--- config.mk ---
export PLATFORM = sky130hd
export DESIGN_NAME = code_lock
export DESIGN_NICKNAME = d
export VERILOG_FILES = /design/src/rtl/code_lock_pkg.sv /design/src/rtl/code_lock_keyin.sv /design/src/rtl/code_lock_seq.sv /design/src/rtl/code_lock.sv
export SDC_FILE = /design/constraint.sdc
export NUM_CORES = 1
export LEC_CHECK = 0
export BUFFER_PORTS_ARGS = -buffer_cell sky130_fd_sc_hd__buf_2
export CAP_MARGIN = 5
export CORE_ASPECT_RATIO = 1.5
export CORE_MARGIN = 2
export CORE_UTILIZATION = 45
export DETAILED_ROUTE_END_ITERATION = 12
export GPL_TIMING_DRIVEN = 0
export PLACE_DENSITY = 0.68
export SETUP_SLACK_MARGIN = 0.1
export SLEW_MARGIN = 30
export SYNTH_ARGS = -nofsm -noshare
export SYNTH_HDL_FRONTEND = slang
export SYNTH_SLANG_ARGS = --single-unit
--- constraint.sdc ---
create_clock -name clk -period 8.5 [get_ports clk]
set_input_delay 1.275 -clock clk [delete_from_list [all_inputs] [get_ports clk]]
set_output_delay 1.275 -clock clk [all_outputs]
set_load 0.03 [all_outputs]
--- src/rtl/code_lock_pkg.sv ---
package code_lock_pkg;
    localparam int DIGIT_W = 4;
    typedef logic [DIGIT_W-1:0] digit_t;
endpackage

--- src/rtl/code_lock_keyin.sv ---
module code_lock_keyin
    import code_lock_pkg::*;
#(
    parameter int NUM_KEYS = 10
) (
    input  logic                clk,
    input  logic                rst_n,
    input  logic [NUM_KEYS-1:0] key_i,
    output logic                strobe_o,
    output digit_t              digit_o,
    output logic                single_o
);
    typedef struct packed {
        logic [NUM_KEYS-1:0] meta;
        logic [NUM_KEYS-1:0] sync;
        logic                any_prev;
    } kin_t;

    kin_t s_q, s_d;
    logic any_now;

    always_comb begin
        s_d          = s_q;
        s_d.meta     = key_i;
        s_d.sync     = s_q.meta;
        s_d.any_prev = any_now;
    end

    always_ff @(posedge clk or negedge rst_n) begin
        if (!rst_n) s_q <= '0;
        else        s_q <= s_d;
    end

    always_comb begin
        any_now  = |s_q.sync;
        strobe_o = any_now && !s_q.any_prev;
        single_o = ($countones(s_q.sync) == 1);
        digit_o  = '0;
        for (int k = 0; k < NUM_KEYS; k++)
            if (s_q.sync[k]) digit_o = digit_t'(k);
    end

    // an entry event never lasts more than one cycle
    a_r3_single_strobe: assert property (@(posedge clk) disable iff (!rst_n)
        strobe_o |=> !strobe_o);
endmodule

--- src/rtl/code_lock_seq.sv ---
module code_lock_seq
    import code_lock_pkg::*;
#(
    parameter int NUM_DIGITS = 4
) (
    input  logic                          clk,
    input  logic                          rst_n,
    input  logic                          clear_i,
    input  logic                          strobe_i,
    input  digit_t                        digit_i,
    input  logic                          single_i,
    input  logic [NUM_DIGITS*DIGIT_W-1:0] code_i,
    output logic                          unlock_o,
    output logic                          error_o
);
    localparam logic [NUM_DIGITS-1:0] FIRST = NUM_DIGITS'(1);

    typedef struct packed {
        logic [NUM_DIGITS-1:0] pos;
        logic                  unlock;
        logic                  error;
    } seq_t;

    seq_t st_q, st_d;
    digit_t expect_dig;
    logic   hit;

    always_comb begin
        expect_dig = '0;
        for (int i = 0; i < NUM_DIGITS; i++)
            if (st_q.pos[i]) expect_dig |= code_i[i*DIGIT_W +: DIGIT_W];
        hit = single_i && (digit_i == expect_dig) && (digit_i <= digit_t'(9));
    end

    always_comb begin
        st_d       = st_q;
        st_d.error = 1'b0;
        if (clear_i) begin
            st_d.pos    = FIRST;
            st_d.unlock = 1'b0;
        end else if (strobe_i && !st_q.unlock) begin
            if (!hit) begin
                st_d.pos   = FIRST;
                st_d.error = 1'b1;
            end else if (st_q.pos[NUM_DIGITS-1]) begin
                st_d.pos    = FIRST;
                st_d.unlock = 1'b1;
            end else begin
                st_d.pos = st_q.pos << 1;
            end
        end
    end

    always_ff @(posedge clk or negedge rst_n) begin
        if (!rst_n) st_q <= '{pos: FIRST, unlock: 1'b0, error: 1'b0};
        else        st_q <= st_d;
    end

    assign unlock_o = st_q.unlock;
    assign error_o  = st_q.error;

    // the progress marker always holds exactly one 1
    a_r4_marker_onehot: assert property (@(posedge clk) disable iff (!rst_n)
        $countones(st_q.pos) == 1);
    // unlock rises only from the last position on an entry
    a_r4_unlock_from_last: assert property (@(posedge clk) disable iff (!rst_n)
        $rose(st_q.unlock) |-> $past(st_q.pos[NUM_DIGITS-1]) && $past(strobe_i));
    // error is a single-cycle pulse and leaves the marker at the start
    a_r5_error_pulse: assert property (@(posedge clk) disable iff (!rst_n)
        st_q.error |=> !st_q.error);
    a_r5_error_restarts: assert property (@(posedge clk) disable iff (!rst_n)
        st_q.error |-> st_q.pos == FIRST);
    // unlock holds until clear; clear relocks
    a_r7_unlock_hold: assert property (@(posedge clk) disable iff (!rst_n)
        st_q.unlock && !clear_i |=> st_q.unlock);
    a_r7_clear_relocks: assert property (@(posedge clk) disable iff (!rst_n)
        clear_i |=> !st_q.unlock && !st_q.error && st_q.pos == FIRST);
    // no error is flagged while open
    a_r8_quiet_when_open: assert property (@(posedge clk) disable iff (!rst_n)
        st_q.unlock |=> !st_q.error);
endmodule

--- src/rtl/code_lock.sv ---
module code_lock
    import code_lock_pkg::*;
#(
    parameter int NUM_DIGITS = 4,
    parameter int NUM_KEYS   = 10
) (
    input  logic                          clk,
    input  logic                          rst_n,
    input  logic                          clear_i,
    input  logic [NUM_KEYS-1:0]           key_i,
    input  logic [NUM_DIGITS*DIGIT_W-1:0] code_sw_i,
    output logic                          unlock_o,
    output logic                          error_o
);
    logic   strobe;
    logic   single;
    digit_t digit;

    code_lock_keyin #(.NUM_KEYS(NUM_KEYS)) u_keyin (
        .clk      (clk),
        .rst_n    (rst_n),
        .key_i    (key_i),
        .strobe_o (strobe),
        .digit_o  (digit),
        .single_o (single)
    );

    code_lock_seq #(.NUM_DIGITS(NUM_DIGITS)) u_seq (
        .clk      (clk),
        .rst_n    (rst_n),
        .clear_i  (clear_i),
        .strobe_i (strobe),
        .digit_i  (digit),
        .single_i (single),
        .code_i   (code_sw_i),
        .unlock_o (unlock_o),
        .error_o  (error_o)
    );
endmodule

==> out/metrics.csv <==
metric;value;unit
register area share after synthesis;45.7;%
Setup-failing EPs final;0;
crit end category;flip-flop;
# IOs;31;
total negative slack;0;ns
WP buf/inv;4;
core footprint;3160;um2
total track usage;14.9;%
Worst Tran Pin Value;0.551;ns
CP max-delay cell;fa_1;
Hold-fix buffers, CTS;0;
synthesis-to-finish area growth;16.8;%
PostCTS Resize Cnt;0;
ANT cells;0;
Yosys reg bits;27;
part of the cycle the worst path needs;46.7;%
Yosys top cell by area;dfrtp_1;
critical path class;flip-flop to flip-flop;
Post-synth ARST share;100;%
Routed Antenna Nets;0;
number of flops mapped to enable cells by yosys;0;
slowest cell delay on critical path;0.56;ns
drt drc;0;
status;finished, final reports clean;
Final #Nets;212;
Initial DRT Pass Iterations;4;
count leader, synth;dfrtp_1;
fmax;252;MHz
worst hold path type;flip-flop to flip-flop;
grt ovf;0;
global-route wire length before repair;4.28;mm
Setup WS post-layout;4.53;ns
layout cells sized above 1;26.1;%
Wirelength per Cell;12.4;um
row cnt;25;
synth cell count leaders;dfrtp_1 (26), inv_1 (23), ha_1 (15);
synthesized area;1480;um2
Initial Util;46.9;%
DIE HEIGHT;74.3;um
via count;1032;
Unique masters post-synth;37;
# H-tree levels;1;
Leakage;0.858;nW
Max Cap Viol;0;
crit path DAT;4.12;ns
CP Launch Type;flip-flop;
crit-path max FO;6;
Chip Width;50.8;um
Iter 0 DRT Violations;11;
Post-Syn Nets;177;
Clock Tree Buf Depth;2;
largest net degree at the start of global routing;28;
maximum VDD drop;153;uV
ys flop type;dfrtp_1;
clk sinks;27;
via/cell ratio;5.13;
Slew headroom;63.3;%
initial antenna violation count;0;
yosys warns;0;
setup slack, reg-to-reg;4.53;ns
worst path cell trace;inv_1 > ha_1 > inv_1 > fa_1 > fa_1 > inv_1 > fa_1 > inv_1 > fa_1 > a211o_1 > a211o_1 > a21oi_2 > nand4_2 > o41ai_1;
worst slack, placed;4.54;ns
die area;3780;um2
Slew Viols, Final;0;
Hold Slack;0.352;ns
WL final;2.50;mm
clock root cell;clkbuf_8;
share of the synthesized area in the top cell type;43.9;%
family with the most delay on the worst path;adder cells;
CTS clk-pin slew, worst paths;0.08;ns
Clock Latency Late Sink;0.26;ns
GPL Wtd Cong;0.878;
post-layout min period;3.97;ns
Power Dens Cells;153;nW/um2
Final Hold Viols;0;
post-synthesis instance total;127;
Synth area leaders;dfrtp_1 (44%), ha_1 (13%), fa_1 (8.1%);
RSZ-0062 raised after global routing;no;
WP data required;8.65;ns
post-DP HPWL;2.05;mm
syn_area_per_cell;11.7;um2
CTS tree;yes;
number of global-route vias before repair;1072;
port bufs;30;
Post-CTS Setup Repair Bufs;0;
TritonCTS Buffers;3;
clk_skew;0.00155;ns
worst reg2reg max path: stages, from the launching register on:
cell	delay [ns]
dfrtp_1	0.41
inv_1	0.11
ha_1	0.29
inv_1	0.05
fa_1	0.56
fa_1	0.42
inv_1	0.09
fa_1	0.21
inv_1	0.06
fa_1	0.37
a211o_1	0.24
a211o_1	0.30
a21oi_2	0.13
nand4_2	0.21
o41ai_1	0.41
cell families after synthesis:
group	Yosys count	share of synthesized area, %
flip-flops	27	45.7
multiplexers	1	0.676
AND/OR/NAND/NOR	25	10.5
XOR/XNOR	2	1.18
AO/OA/AOI/OAI	26	14.8
adder cells (fa/ha/maj)	21	20.8
buffers and inverters	25	6.42
state kept, by name, indices dropped and copies added, names as in the netlist:
signal and count:
u_keyin.s_q 11, u_keyin.s_d 10, u_seq.st_q 4, u_seq.error_o 1, u_seq.unlock_o 1
area by class of cell:
cell class	instances	area, um2
sequential	27	677
tap	40	50.0
clock buffer	3	41.3
timing repair buffer	30	150
clock inverter	1	7.51
multi-input combinational	75	709
fill	280	1430
buffer	1	5.00
inverter	24	90.1
per-stage QoR:
stage / cells / util (%) / power (mW) / cell area (um2)
after floorplan: 127 / - / 0.179 / 1480
after global placement: 197 / 53.2 / 0.195 / 1680
after detailed placement: 197 / 53.2 / 0.199 / 1680
after CTS: 201 / 54.8 / 0.269 / 1730
after global routing: 201 / 54.8 / 0.284 / 1730
final: 201 / 54.8 / 0.264 / 1730
power by group:
group	internal (mW)	switching, mW	total, mW
logic	0.0272	0.0318	0.0590
clock network	0.0332	0.0362	0.0693
registers	0.133	0.00295	0.136
routing by layer:
layer  share of wire (%)  GRT usage [%]
met2                  55           27.9
met4                 2.0           6.91
met5                   0              0
met1                  40           16.4
met3                 3.0           2.21
worst paths after layout:
check / start / endpoint / cells after the start
max in group asynchronous: rst_n / u_seq.st_q[2]$_DFFE_PN1P_ / 1
min in group asynchronous: rst_n / u_keyin.s_q[3]$_DFF_PN0_ / 1
worst max register to register: u_keyin.s_q[9]$_DFF_PN0_ / u_seq.unlock_o$_DFFE_PN0P_ / 14
worst min register to register: u_keyin.s_d[3]$_DFF_PN0_ / u_keyin.s_q[3]$_DFF_PN0_ / 0
worst max-delay path: u_keyin.s_q[9]$_DFF_PN0_ / u_seq.unlock_o$_DFFE_PN0P_ / 14
worst min-delay path: u_keyin.s_d[3]$_DFF_PN0_ / u_keyin.s_q[3]$_DFF_PN0_ / 0
placed cells by master, fill, tap and decap left out, drive strengths merged, types with 2 or more instances in the layout:
cell | synthesis | layout
buf | 1 | 31
dfrtp | 26 | 26
inv | 24 | 24
ha | 15 | 15
a22oi | 6 | 6
fa | 6 | 6
nand2 | 4 | 4
nor2 | 4 | 4
nand3b | 3 | 3
or4b | 3 | 3
o31ai | 3 | 3
clkbuf | 0 | 3
nand3 | 2 | 2
o2111ai | 2 | 2
xor2 | 2 | 2
nor3 | 2 | 2
a211o | 2 | 2
or3 | 2 | 2
or2b | 2 | 2
a21oi | 2 | 2
Power figures use the tool's default switching activity.
